$ cat config.mk
export PLATFORM = sky130hd
export DESIGN_NAME = split_row_check_node
export DESIGN_NICKNAME = d
export VERILOG_FILES = /design/src/rtl/srcn_pkg.sv /design/src/rtl/srcn_minsearch.sv /design/src/rtl/srcn_ctrl.sv /design/src/rtl/srcn_datapath.sv /design/src/rtl/split_row_check_node.sv
export SDC_FILE = /design/constraint.sdc
export NUM_CORES = 1
export LEC_CHECK = 0
export ABC_CLOCK_PERIOD_IN_PS = 800
export BUFFER_PORTS_ARGS = -buffer_cell sky130_fd_sc_hd__buf_4
export CAP_MARGIN = 15
export CORE_MARGIN = 2
export CORE_UTILIZATION = 50
export CTS_CLUSTER_DIAMETER = 200
export DETAILED_ROUTE_END_ITERATION = 7
export GPL_TIMING_DRIVEN = 0
export PLACE_DENSITY = 0.86
export SLEW_MARGIN = 40
export SYNTH_ARGS = -nofsm -noshare
export SYNTH_HDL_FRONTEND = slang
export SYNTH_SLANG_ARGS = --single-unit
$ cat constraint.sdc
create_clock -name clk -period 0.8 [get_ports clk]
set_input_delay 0.16 -clock clk [delete_from_list [all_inputs] [get_ports clk]]
set_output_delay 0.16 -clock clk [all_outputs]
set_load 0.03 [all_outputs]
$ cat src/rtl/srcn_pkg.sv
package srcn_pkg;
  typedef struct packed {
    logic load;
  } srcn_strobe_t;
endpackage

$ cat src/rtl/srcn_minsearch.sv
module srcn_minsearch #(
  parameter int HALF_W = 3,
  parameter int MAG_W  = 4,
  localparam int IDX_W = (HALF_W > 1) ? $clog2(HALF_W) : 1
) (
  input  logic [HALF_W*MAG_W-1:0] magVec,
  output logic [MAG_W-1:0]        min1,
  output logic [MAG_W-1:0]        min2,
  output logic [IDX_W-1:0]        minIdx
);
  always_comb begin
    logic [MAG_W-1:0] m;
    min1   = '1;
    min2   = '1;
    minIdx = '0;
    for (int i = 0; i < HALF_W; i++) begin
      m = magVec[i*MAG_W +: MAG_W];
      if (m < min1) begin
        min2   = min1;
        min1   = m;
        minIdx = IDX_W'(i);
      end else if (m < min2) begin
        min2 = m;
      end
    end
  end
endmodule

$ cat src/rtl/srcn_ctrl.sv
module srcn_ctrl import srcn_pkg::*; #(
  parameter bit OUT_REG = 1'b1
) (
  input  logic         clk,
  input  logic         rstN,
  input  logic         inValid,
  output srcn_strobe_t strobe,
  output logic         outValid
);
  assign strobe.load = inValid;

  generate
    if (OUT_REG) begin : g_reg
      always_ff @(posedge clk or negedge rstN) begin
        if (!rstN) outValid <= 1'b0;
        else       outValid <= inValid;
      end
    end else begin : g_comb
      assign outValid = inValid;
    end
  endgenerate
endmodule

$ cat src/rtl/srcn_datapath.sv
module srcn_datapath import srcn_pkg::*; #(
  parameter int HALF_W    = 3,
  parameter int MAG_W     = 4,
  parameter int SCALE_SEL = 1,
  parameter bit OUT_REG   = 1'b1,
  localparam int MSG_W = MAG_W + 1,
  localparam int IDX_W = (HALF_W > 1) ? $clog2(HALF_W) : 1
) (
  input  logic                    clk,
  input  logic                    rstN,
  input  srcn_strobe_t            strobe,
  input  logic [HALF_W*MSG_W-1:0] inMsg,
  input  logic                    peerSignIn,
  output logic                    peerSignOut,
  output logic [HALF_W*MSG_W-1:0] outMsg
);
  logic [HALF_W*MAG_W-1:0] magVec;
  logic [HALF_W-1:0]       signVec;
  logic [MAG_W-1:0]        min1, min2;
  logic [IDX_W-1:0]        minIdx;
  logic                    localParity;
  logic [HALF_W*MSG_W-1:0] nextMsg;

  generate
    for (genvar g = 0; g < HALF_W; g++) begin : g_unpack
      assign magVec[g*MAG_W +: MAG_W] = inMsg[g*MSG_W +: MAG_W];
      assign signVec[g]               = inMsg[g*MSG_W + MAG_W];
    end
  endgenerate

  assign localParity = ^signVec;
  assign peerSignOut = localParity;

  srcn_minsearch #(.HALF_W(HALF_W), .MAG_W(MAG_W)) uMin (
    .magVec(magVec), .min1(min1), .min2(min2), .minIdx(minIdx)
  );

  generate
    for (genvar g = 0; g < HALF_W; g++) begin : g_lane
      logic [MAG_W-1:0] rawMag;
      logic [MAG_W-1:0] scaledMag;
      logic             laneSign;
      assign rawMag   = (minIdx == IDX_W'(g)) ? min2 : min1;
      assign laneSign = localParity ^ signVec[g] ^ peerSignIn;
      if (SCALE_SEL == 0) begin : g_half
        assign scaledMag = rawMag >> 1;
      end else if (SCALE_SEL == 1) begin : g_3_8
        assign scaledMag = (rawMag >> 2) + (rawMag >> 3);
      end else begin : g_unity
        assign scaledMag = rawMag;
      end
      assign nextMsg[g*MSG_W +: MSG_W] = {laneSign, scaledMag};
    end
  endgenerate

  generate
    if (OUT_REG) begin : g_oreg
      always_ff @(posedge clk or negedge rstN) begin
        if (!rstN)            outMsg <= '0;
        else if (strobe.load) outMsg <= nextMsg;
      end
    end else begin : g_ocomb
      assign outMsg = nextMsg;
    end
  endgenerate
endmodule

$ cat src/rtl/split_row_check_node.sv
module split_row_check_node import srcn_pkg::*; #(
  parameter int HALF_W    = 3,
  parameter int MAG_W     = 4,
  parameter int SCALE_SEL = 1,
  parameter bit OUT_REG   = 1'b1,
  localparam int MSG_W = MAG_W + 1
) (
  input  logic                    clk,
  input  logic                    rstN,
  input  logic                    inValid,
  input  logic [HALF_W*MSG_W-1:0] inMsg,
  input  logic                    peerSignIn,
  output logic                    peerSignOut,
  output logic                    outValid,
  output logic [HALF_W*MSG_W-1:0] outMsg
);
  srcn_strobe_t strobe;

  srcn_ctrl #(.OUT_REG(OUT_REG)) uCtrl (
    .clk(clk), .rstN(rstN), .inValid(inValid), .strobe(strobe), .outValid(outValid)
  );

  srcn_datapath #(
    .HALF_W(HALF_W), .MAG_W(MAG_W), .SCALE_SEL(SCALE_SEL), .OUT_REG(OUT_REG)
  ) uDp (
    .clk(clk), .rstN(rstN), .strobe(strobe), .inMsg(inMsg), .peerSignIn(peerSignIn),
    .peerSignOut(peerSignOut), .outMsg(outMsg)
  );
endmodule

# Word-level counts from Yosys, hierarchy flattened
# Cells that the tools add are included.
# word_totals
word_cells,32
input_bits,19
output_inout_bits,17
ff_bits,16
# op_classes
add_sub_neg,3
muxes,12
reduce_logical,2
order_cmp,5
bitwise_logic,6
eq_ne,2
# op_table
operator,count
$mux 4,10
$lt 4x4->1,3
$add 2x1->3,3
$lt 4x4->1 const B,2
$xor 1x1->1,6
$reduce_xor 3->1,1
$eq 2x1->1 const B,1
$eq 2x2->1 const B,1
$logic_not 2->1,1
$mux 2,1
$mux 1,1

# Depth between registers and ports, before layout
# Gate-level depths: netlist of run 1.
# depth
word_depth,9
ltp_mapped,15
mapped_depth_nobuf,14

# Cells and area by module
# Synthesis of run 1 repeated with hierarchy kept, for this count alone.
# unflattened
cells_unflattened,134
area_unflattened_um2,1322.5
# modules_own_cells
mod,n_inst,area_per_inst_um2,seq_area_each_um2,cells_each
srcn_datapath,1,750.7,300.3,53
srcn_minsearch,1,539.3,0.0,79
srcn_ctrl,1,32.5,25.0,2

# Worst setup path before layout of run 1
# Ideal clock, no wire load.
# synth_timing
path_kind,in2reg
startpoint,input inMsg[3]
endpoint,register uDp.outMsg[5]
required_ps,675
slack_ps,-2649
n_path_buf,2
arrival_ps,3324
setup_ps,125
path_stages,14
path_cell_list,clkbuf_1 ha_1 nand3b_1 o221ai_2 buf_4 mux2i_1 ha_1 o21ba_2 o21ai_0 a21oi_1 o21ai_0 mux2_2 ha_1 mux2_2
# synth_between
elab_chain_len,9
word_cells_on_any_way,15
cone_classes,add/sub (1); order compare (4); eq/ne (1); mux (9)
# synth_rtl
item,line,source
from (decl),split_row_check_node.sv:11,"input logic [HALF_W*MSG_W-1:0] inMsg,"
$lt 4x4->1,"srcn_minsearch.sv:18, srcn_minsearch.sv:22",
$mux 4 (*),"srcn_minsearch.sv:18, srcn_minsearch.sv:22",
$lt 4x4->1,srcn_minsearch.sv:18,if (m < min1) begin
$mux 4,srcn_minsearch.sv:18,
$lt 4x4->1 (on tied branches),"srcn_minsearch.sv:18, srcn_minsearch.sv:22",
$mux 2 or $mux 4 (tied branches),"srcn_minsearch.sv:18, srcn_minsearch.sv:22",
$eq 2x1->1 or $mux 4 (tied branches),"srcn_datapath.sv:43, srcn_minsearch.sv:18",
$mux 4 (*),srcn_datapath.sv:43,assign rawMag = (minIdx == IDX_W'(g)) ? min2 : min1;
$add 2x1->3 (*),srcn_datapath.sv:48,assign scaledMag = (rawMag >> 2) + (rawMag >> 3);
net uDp.g_lane[1].scaledMag[0],srcn_datapath.sv:41,logic [MAG_W-1:0] scaledMag;
to (signal assigned),srcn_datapath.sv:60,else if (strobe.load) outMsg <= nextMsg;
to (decl),srcn_datapath.sv:15,output logic [HALF_W*MSG_W-1:0] outMsg
# The timed path passes the listed nets; every way through them passes the cells marked *.
# A chain may end at the register's enable or synchronous reset.

# Worst setup path in the final report of run 1
# layout_timing
startpoint,input inMsg[2]
endpoint,register uDp.outMsg[5]
# The elaborated chain is that of the path after synthesis.

==> results of run 1 <==
-- report_power, final --
part	switching, mW	internal, mW
combinational	1.21	1.14
sequential	0.0989	0.762
clock	0.241	0.194
total	1.55	2.10
-- metrics by stage --
| step | hold slack [ns] | setup TNS (ns) | util [%] |
|---|---|---|---|
| after floorplan | -0.136 | -19.73 | - |
| after global placement | 0.00784 | -23.38 | 71.8 |
| after detailed placement | 0.0129 | -24.25 | 71.8 |
| after CTS | 0.0152 | -22.54 | 85.8 |
| after global routing | 0.0187 | -24.33 | 94.8 |
| final | 0.0263 | -23.89 | 94.8 |
-- registers in the layout, indices dropped and copies added, names as in the netlist --
register	flops
uDp.outMsg	12
uCtrl.outValid	1
-- routing by layer --
metal / track usage (%) / vias to the layer above / share of wire (%)
met5: 0 / - / 0
met4: 17.1 / 0 / 8.0
met3: 7.14 / 59 / 10
met2: 59.0 / 144 / 50
met1: 33.3 / 615 / 32
li1: - / 521 / -
-- area by class of cell --
type                       count  area [µm²]
fill                          51         116
multi-input combinational     86        1160
buffer                         6        50.0
inverter                      11        41.3
clock buffer                   4        26.3
sequential                    13         325
tap                           28        35.0
timing repair buffer          54         483
-- cell usage after synthesis (all sizes together) (2+ instances only) --
| cell | number | area [µm²] |
|---|---|---|
| o21ba | 2 | 20.0 |
| xnor2 | 6 | 52.6 |
| nor2 | 8 | 30.0 |
| dfrtp | 13 | 325 |
| o221ai | 3 | 32.5 |
| ha | 18 | 225 |
| o21ai | 4 | 20.0 |
| o31ai | 2 | 15.0 |
| mux2 | 16 | 184 |
| inv | 11 | 41.3 |
| mux2i | 5 | 50.1 |
| buf | 5 | 33.8 |
| a21oi | 6 | 30.0 |
-- how the worst min path moves through the flow --
stage	from	to	slack [ns]	cells past startpoint
2_1_floorplan	rstN	uCtrl.outValid	-0.14	0
3_3_place_gp	rstN	uDp.outMsg[14]	0.008	1
3_5_place_dp	rstN	uDp.outMsg[7]	0.01	1
4_1_cts	inValid	uCtrl.outValid	0.02	1
5_1_grt	inValid	uCtrl.outValid	0.02	1
6_report	inValid	uCtrl.outValid	0.03	1
-- timing repair --
item | in CTS | in global routing
gates cloned | 1 | 0
gates resized for setup | 36 | 27
hold buffers | 1 | 0
hold endpoints to repair | 13 | 0
pin swaps | 19 | 12
setup endpoints to repair | 26 | 26
buffers inserted | 13 | 8
-- kinds of logic after synthesis --
logic type | Yosys count
AOI/OAI and AO/OA | 25
xor gates and xnor gates | 6
adders and majority gates | 18
buffers and inverters | 17
DFF | 13
muxes | 21
other | 1
and+or+nand+nor | 13
-- critical path, delay by kind of cell --
kind	cells	cell delay, ns
buffers and inverters	3	0.38
AO/OA/AOI/OAI	5	0.87
adder cells (fa/ha/maj)	3	0.78
AND/OR/NAND/NOR	3	0.58
multiplexers	2	0.61
==> results.py, run 1 <==
metrics = {
    "place": {
        "dp_cells": 176,
        "port_buffers": 32,
        "dp_hpwl_um": 2180,
        "post-place-ws_ns": -2.67,
        "place_congestion": 0.822,
        "postPlaceCellArea_um2": 1600,
    },
    "global_routing": {
        "grt_pass1_vias": 1202,
        "grt_pass1_wl_um": 6130,
        "grt_max_degree": 14,
        "grt-ovfl-total": 0,
        "grt_util_all_layers_pct": 32.1,
        "antenna_found_initial": 0,
    },
    "worst_setup_path": {
        "worst_ep_arrival_time_ns": 3.42,
        "cp-endpoint": "uDp.outMsg[5]",
        "slowest_delay_ns": 0.35,
        "crit_fanout": 5,
        "r2r_end": "uDp.outMsg[0]",
        "slowest_stage": "or3_1",
        "worstPathRequired_ns": 0.98,
        "cp-end-kind": "register",
        "reg2regPathDepth": 2,
        "startpoint_type": "primary input",
        "reg2reg_from": "uDp.outMsg[0]",
        "worstPathCellList": "buf_6 > inv_2 > ha_4 > a21oi_2 > o221ai_4 > buf_6 > nor2_2 > a21oi_2 > ha_1 > a21oi_1 > nor2_1 > or3_1 > o22ai_2 > mux2_4 > ha_4 > mux2_4",
        "rrSetupSlack_ns": -0.15,
        "startpoint": "inMsg[2]",
        "path_class": "in -> reg",
    },
    "job": {
        "maxCapViolCount": 0,
    },
    "pwr": {
        "p_leak_nw": 0.973,
        "power_density_nw_per_um2": 1720,
        "vdd_drop_max_v": 0.00134,
        "finalPower_mw": 3.64,
    },
    "run_status": {
        "status": "complete, but fails checks",
        "violations": "setup timing",
    },
    "floorplan": {
        "die_y_um": 52.8,
        "core-area_um2": 2230,
        "dieWidth_um": 52.8,
        "rows": 17,
        "dieArea_um2": 2790,
        "initial_core_util_pct": 53.4,
        "io_pins": 36,
    },
    "logic_synthesis": {
        "ys.flop_type": "dfrtp_1",
        "synth_simple_gate_area_share_pct": 5.25,
        "synth_top_family_by_area": "multiplexers",
        "netlist_area_um2": 1190,
        "ys_seq_elements": 13,
        "synthArstFlopShare_pct": 100,
        "yosysWarnings": 0,
        "synth-xor-area-share_pct": 4.41,
        "syn_avg_cell_area_um2": 10.5,
        "synth_edf_count": 0,
        "synth.distinct_cells": 32,
        "seq_area_frac_synth_pct": 27.3,
        "synth_adder_area_share_pct": 18.9,
        "synth-compound-area-share_pct": 17.6,
        "muxShareOfSynthArea_pct": 19.6,
        "syn_inst": 114,
    },
    "clocking": {
        "tritoncts.num_buffers": 3,
        "cts_tree": "done",
        "worst_skew_pair.late_latency_ns": 0.28,
        "path_clk_slew_ns": 0.09,
        "root_buffer": "clkbuf_4",
        "cts.htree.levels": 1,
        "cts_sinks": 13,
        "clockBufferDepth": 2,
    },
    "layout": {
        "final_nets": 212,
        "final_common_cell": "buf_4",
        "diodes": 0,
        "layout_common_cells": "buf_4 (37), buf_6 (20), dfrtp_1 (13), inv_1 (10), mux2_4 (10)",
        "area_delta_synth_final_pct": 77.5,
        "fin_area_um2": 2120,
        "layout-drive-gt1-share_pct": 66.1,
        "layout.cells.non_filler": 202,
    },
    "detailed_routing": {
        "dr.pass1.iters": 5,
        "viasPerCell": 6.63,
        "vias": 1339,
        "drc_errors": 0,
        "ant_nets": 0,
        "wl_per_cell_um": 28.2,
        "routed_wirelength_um": 5690,
        "drt_iter0_markers": 66,
    },
    "timing": {
        "period_share_pct": 405,
        "hold_viol": 0,
        "setup_slack_ns": -2.44,
        "fin_crit_ns": 3.24,
        "max_freq_mhz": 309,
        "finClkSkew_ns": 0,
        "finalMaxSlewViolations": 0,
        "rsz0062_at_grt": "true",
        "setup_viol": 26,
    },
    "worst_hold_path": {
        "holdCritPathClass": "in -> reg",
    },
}
Power figures use the tool's default switching activity.
==> run 2, diff against run 1 <==
--- a/config.mk
+++ b/config.mk
@@ -5,7 +5,8 @@
 export SDC_FILE = /design/constraint.sdc
 export NUM_CORES = 1
 export LEC_CHECK = 0
-export ABC_CLOCK_PERIOD_IN_PS = 800
+export ABC_AREA = 1
+export ABC_CLOCK_PERIOD_IN_PS = 3600
 export BUFFER_PORTS_ARGS = -buffer_cell sky130_fd_sc_hd__buf_4
 export CAP_MARGIN = 15
 export CORE_MARGIN = 2
@@ -13,8 +14,9 @@
 export CTS_CLUSTER_DIAMETER = 200
 export DETAILED_ROUTE_END_ITERATION = 7
 export GPL_TIMING_DRIVEN = 0
-export PLACE_DENSITY = 0.86
+export PLACE_DENSITY = 0.85
 export SLEW_MARGIN = 40
 export SYNTH_ARGS = -nofsm -noshare
 export SYNTH_HDL_FRONTEND = slang
+export SYNTH_HIERARCHICAL = 1
 export SYNTH_SLANG_ARGS = --single-unit
==> constraint.sdc (replaced) <==
create_clock -name clk -period 3.6 [get_ports clk]
set_input_delay 0.72 -clock clk [delete_from_list [all_inputs] [get_ports clk]]
set_output_delay 0.72 -clock clk [all_outputs]
set_load 0.03 [all_outputs]
==> results.py, run 2 <==
metrics = {
    "clocking": {
        "cts_tree": "done",
        "cts_resized": 0,
        "postCtsSetupBuffers": 0,
        "clockBufferDepth": 2,
        "worst_skew_pair.late_latency_ns": 0.26,
        "cts.htree.levels": 1,
        "path_clk_slew_ns": 0.07,
        "cts_hold_buf": 0,
        "tritoncts.num_buffers": 3,
        "cts_sinks": 13,
        "root_buffer": "clkbuf_4",
    },
    "worst_setup_path": {
        "worst_ep_arrival_time_ns": 3.45,
        "startpoint": "inMsg[3]",
        "crit_fanout": 10,
        "startpoint_type": "primary input",
        "worstPathRequired_ns": 3.76,
        "worstPathCellList": "buf_4 > clkbuf_1 > ha_1 > inv_1 > a21oi_4 > nand2_4 > buf_4 > nand2_1 > o21ai_0 > ha_1 > a21oi_1 > nand2_2 > inv_1 > nor2_1 > or2_4 > o21ai_0 > ha_1 > nand2_1 > nand2_1",
        "path_class": "in -> reg",
        "slowest_delay_ns": 0.28,
        "reg2reg_from": "uDp/outMsg[12]",
        "slowest_stage": "ha_1",
        "cp-end-kind": "register",
    },
    "detailed_routing": {
        "drt_iter0_markers": 25,
        "dr.pass1.iters": 5,
        "wl_per_cell_um": 8.97,
        "vias": 1167,
        "routed_wirelength_um": 2250,
        "ant_nets": 0,
        "viasPerCell": 4.65,
        "drc_errors": 0,
    },
    "pwr": {
        "p_int_mw": 0.346,
        "clockPowerShare_pct": 13.9,
        "vdd_drop_max_v": 0.000314,
        "switchingPower_mw": 0.255,
        "power_frac_seq_pct": 31.9,
        "combPwrFrac_pct": 54.2,
        "finalPower_mw": 0.601,
        "power_density_nw_per_um2": 388,
        "p_leak_nw": 0.941,
        "switching_share_pct": 42.4,
    },
    "place": {
        "place_congestion": 0.769,
        "port_buffers": 32,
        "dp_hpwl_um": 1950,
    },
    "layout": {
        "largest_reg_flops": 12,
        "area_delta_synth_final_pct": 25.2,
        "regMostFlops": "uDp/outMsg",
        "layout_common_cells": "nand2_1 (65), buf_4 (37), inv_1 (28), ha_1 (17), nand3_1 (16)",
        "layout-drive-gt1-share_pct": 25.3,
        "final_common_cell": "nand2_1",
        "num-fill-cells": 229,
        "diodes": 0,
        "final_nets": 258,
        "top_regs": "uDp/outMsg x12, uCtrl/outValid x1",
    },
    "timing": {
        "rsz0062_at_grt": "false",
        "finClkSkew_ns": 0,
        "setup_viol": 0,
        "period_share_pct": 91.3,
        "finalMaxSlewViolations": 0,
        "fin_crit_ns": 3.29,
        "max_freq_mhz": 304,
        "fin_setup_tns_ns": 0,
        "hold_viol": 0,
    },
    "global_routing": {
        "antenna_found_initial": 0,
        "grt_pass1_vias": 939,
        "grt_max_degree": 14,
        "grt_util_all_layers_pct": 16.7,
        "grt_pass1_wl_um": 3640,
        "grt-ovfl-total": 0,
    },
    "logic_synthesis": {
        "yosysWarnings": 6,
        "syn_avg_cell_area_um2": 6.77,
        "syn_inst": 183,
        "netlist_area_um2": 1240,
    },
    "floorplan": {
        "rows": 18,
        "die_y_um": 53.8,
        "io_pins": 36,
        "dieWidth_um": 53.8,
        "core-area_um2": 2410,
        "initial_core_util_pct": 51.4,
        "dieArea_um2": 2890,
    },
    "worst_hold_path": {
        "holdCritPathClass": "in -> async",
    },
    "job": {
        "maxCapViolCount": 0,
    },
    "run_status": {
        "status": "completed",
    },
}
==> run 2: layout make-up <==
| cell class | count | area [µm²] | area share (%) |
|---|---|---|---|
| Buffer | 9 | 62.6 | 4.04 |
| Tap cell | 30 | 37.5 | 2.42 |
| Clock buffer | 4 | 26.3 | 1.69 |
| Sequential cell | 13 | 325 | 21.0 |
| Timing Repair Buffer | 32 | 240 | 15.5 |
| Inverter | 30 | 113 | 7.26 |
| Multi-Input combinational cell | 133 | 746 | 48.1 |
==> run 2: layer usage <==
layer	up-vias	part of all wire [%]	global-route usage, %
li1	640	-	-
met1	493	44	19.3
met2	34	50	32.5
met3	0	6.0	1.67
met4	0	0	3.85
met5	-	0	0
==> run 2: path summary, 6_finish.rpt <==
check / end / slack [ns] / cells past startpoint
hold reg to reg: uDp/outMsg[7] / 0.47 / 2
max in group asynchronous: uDp/outMsg[6] / 3.16 / 1
setup reg to reg: uDp/outMsg[12] / 2.95 / 2
min in group clk: uDp/outMsg[7] / 0.47 / 2
setup / recovery: uDp/outMsg[10] / 0.31 / 19
hold / removal: uDp/outMsg[4] / 0.28 / 1
==> run 2: worst max-delay path, delay by kind of cell <==
family / cells / cell delay [ns]
buffers and inverters: 5 / 0.53
adders and majority gates: 3 / 0.76
AOI/OAI and AO/OA: 4 / 0.74
and+or+nand+nor: 7 / 0.68
==> run 2: power groups by stage <==
stage                     logic [mW]  registers (mW)  clock network [mW]
after floorplan                0.163           0.255                   0
after global placement         0.317           0.193                   0
final                          0.326           0.192              0.0835
after global routing           0.367           0.194              0.0918
after CTS                      0.329           0.192              0.0865
after detailed placement       0.325           0.194                   0
==> run 2: through the flow <==
stage	area [µm²]	util [%]	hold slack [ns]	setup WS (ns)	instances
5_1_grt	1550	64.3	0.285	0.0107	251
2_1_floorplan	1250	-	0.424	0.357	185
3_5_place_dp	1520	63.2	0.460	0.0206	247
4_1_cts	1550	64.3	0.280	0.304	251
6_report	1550	64.3	0.285	0.312	251
3_3_place_gp	1520	63.2	0.456	0.0648	247
==> run 3, diff against run 2 <==
--- a/config.mk
+++ b/config.mk
@@ -15,8 +15,10 @@
 export DETAILED_ROUTE_END_ITERATION = 7
 export GPL_TIMING_DRIVEN = 0
 export PLACE_DENSITY = 0.85
+export REMOVE_ABC_BUFFERS = 1
 export SLEW_MARGIN = 40
 export SYNTH_ARGS = -nofsm -noshare
 export SYNTH_HDL_FRONTEND = slang
 export SYNTH_HIERARCHICAL = 1
 export SYNTH_SLANG_ARGS = --single-unit
+export TNS_END_PERCENT = 50
==> results.py, run 3 (synthesized netlist as in run 2, its figures left out) <==
metrics = {
    "detailed_routing": {
        "routed_wirelength_um": 2090,
        "drt_iter0_markers": 16,
        "ant_nets": 0,
        "drc_errors": 0,
        "dr.pass1.iters": 4,
        "vias": 1118,
        "wl_per_cell_um": 8.64,
        "viasPerCell": 4.62,
    },
    "layout": {
        "diodes": 0,
        "multi_input_area_um2": 746,
        "final_nets": 249,
        "top_regs": "uDp/outMsg x12, uCtrl/outValid x1",
        "fin_area_um2": 1490,
        "final_common_cell": "nand2_1",
        "area_delta_synth_final_pct": 20.2,
        "seq_area_um2": 325,
        "regMostFlops": "uDp/outMsg",
        "layout-drive-gt1-share_pct": 23.1,
        "num-fill-cells": 233,
        "largest_reg_flops": 12,
        "layout_common_cells": "nand2_1 (65), buf_4 (32), inv_1 (28), ha_1 (17), nand3_1 (16)",
    },
    "pwr": {
        "vdd_drop_max_v": 0.000281,
        "power_frac_seq_pct": 32.6,
        "p_leak_nw": 0.902,
        "power_density_nw_per_um2": 396,
        "switchingPower_mw": 0.255,
        "p_int_mw": 0.334,
        "combPwrFrac_pct": 52.4,
        "clockPowerShare_pct": 15.0,
        "switching_share_pct": 43.3,
    },
    "floorplan": {
        "initial_core_util_pct": 51.4,
        "rows": 18,
        "core-area_um2": 2410,
        "dieArea_um2": 2890,
        "io_pins": 36,
        "die_y_um": 53.8,
        "dieWidth_um": 53.8,
    },
    "timing": {
        "setup_slack_ns": 0.412,
        "setup_viol": 0,
        "fin_crit_ns": 3.19,
        "fin_setup_tns_ns": 0,
        "rsz0062_at_grt": "false",
        "period_share_pct": 88.6,
        "max_freq_mhz": 314,
        "hold_viol": 0,
        "finalMaxSlewViolations": 0,
        "finClkSkew_ns": 0,
    },
    "clocking": {
        "cts.htree.levels": 1,
        "root_buffer": "clkbuf_4",
        "tritoncts.num_buffers": 3,
        "worst_skew_pair.late_latency_ns": 0.27,
        "clockBufferDepth": 2,
        "cts_resized": 0,
        "cts_hold_buf": 0,
        "cts_tree": "done",
        "path_clk_slew_ns": 0.08,
        "cts_sinks": 13,
        "postCtsSetupBuffers": 0,
    },
    "global_routing": {
        "grt_pass1_wl_um": 3620,
        "grt_util_all_layers_pct": 16.8,
        "grt-ovfl-total": 0,
        "grt_max_degree": 14,
        "antenna_found_initial": 0,
        "grt_pass1_vias": 965,
    },
    "worst_setup_path": {
        "reg2reg_from": "uDp/outMsg[0]",
        "reg2regPathDepth": 2,
        "crit_fanout": 13,
        "startpoint_type": "primary input",
        "r2r_end": "uDp/outMsg[0]",
        "rrSetupSlack_ns": 2.94,
        "worst_ep_arrival_time_ns": 3.36,
        "worstPathRequired_ns": 3.77,
        "cp-end-kind": "register",
        "path_class": "in -> reg",
    },
    "place": {
        "postPlaceCellArea_um2": 1460,
        "post-place-ws_ns": 0.0931,
        "dp_hpwl_um": 1770,
        "port_buffers": 32,
        "place_congestion": 0.785,
    },
    "run_status": {
        "status": "completed",
    },
    "worst_hold_path": {
        "holdCritPathClass": "in -> async",
    },
    "job": {
        "maxCapViolCount": 0,
    },
}
-- run 3: cell types whose count changed in the layout (fill, tap and decap cells not counted), sizes merged --
| cell | before | now |
|---|---|---|
| buf | 40 | 32 |
| clkinv | 0 | 1 |
| clkbuf | 5 | 3 |
-- run 3: power groups by stage --
| stage | clock (mW) | combinational (mW) | sequential [mW] |
|---|---|---|---|
| after floorplan | 0 | 0.151 | 0.255 |
| after global placement | 0 | 0.307 | 0.193 |
| after detailed placement | 0 | 0.312 | 0.195 |
| after CTS | 0.0922 | 0.313 | 0.192 |
| after global routing | 0.0979 | 0.355 | 0.196 |
| final | 0.0884 | 0.309 | 0.192 |
-- run 3: worst max-delay path: stages --
cell and delay [ns]:
buf_4 0.12, ha_1 0.29, inv_1 0.07, a21oi_4 0.17, nand2_4 0.12, nand2_1 0.07
o21ai_0 0.12, ha_1 0.21, a21oi_1 0.22, nand2_2 0.15, inv_1 0.13, nor2_1 0.07
or2_4 0.26, o21ai_0 0.24, ha_1 0.28, nand2_1 0.07, nand2_1 0.05
-- run 3: stage by stage --
step | util, % | std cells | power (mW) | hold slack, ns
2_1_floorplan | - | 176 | 0.407 | 0.424
4_1_cts | 61.8 | 242 | 0.597 | 0.255
5_1_grt | 61.8 | 242 | 0.649 | 0.258
6_report | 61.8 | 242 | 0.589 | 0.259
3_3_place_gp | 60.6 | 238 | 0.500 | 0.455
3_5_place_dp | 60.6 | 238 | 0.507 | 0.460
-- run 3: final cells by class --
| type | count | share of cell area (%) |
|---|---|---|
| clock buffers | 3 | 1.51 |
| clock inverters | 1 | 0.336 |
| inverters | 30 | 7.56 |
| multi-input cells | 133 | 50.1 |
| flip-flops and latches | 13 | 21.8 |
| well taps | 30 | 2.52 |
| repair buffers | 32 | 16.1 |
-- run 3: worst max-delay path by stage --
stage	from	to	cells after the start
after floorplan	inMsg[1]	uDp/outMsg[10]	18
after global placement	inMsg[8]	uDp/outMsg[10]	17
after detailed placement	inMsg[8]	uDp/outMsg[10]	17
after CTS	inMsg[8]	uDp/outMsg[10]	17
after global routing	inMsg[1]	uDp/outMsg[10]	19
final	inMsg[8]	uDp/outMsg[10]	17
-- run 3: per-layer routing --
layer	track usage, %	share of wire [%]
met1	19.0	46
met2	31.1	47
met3	0.833	4.6
met4	8.97	1.8
met5	0	0
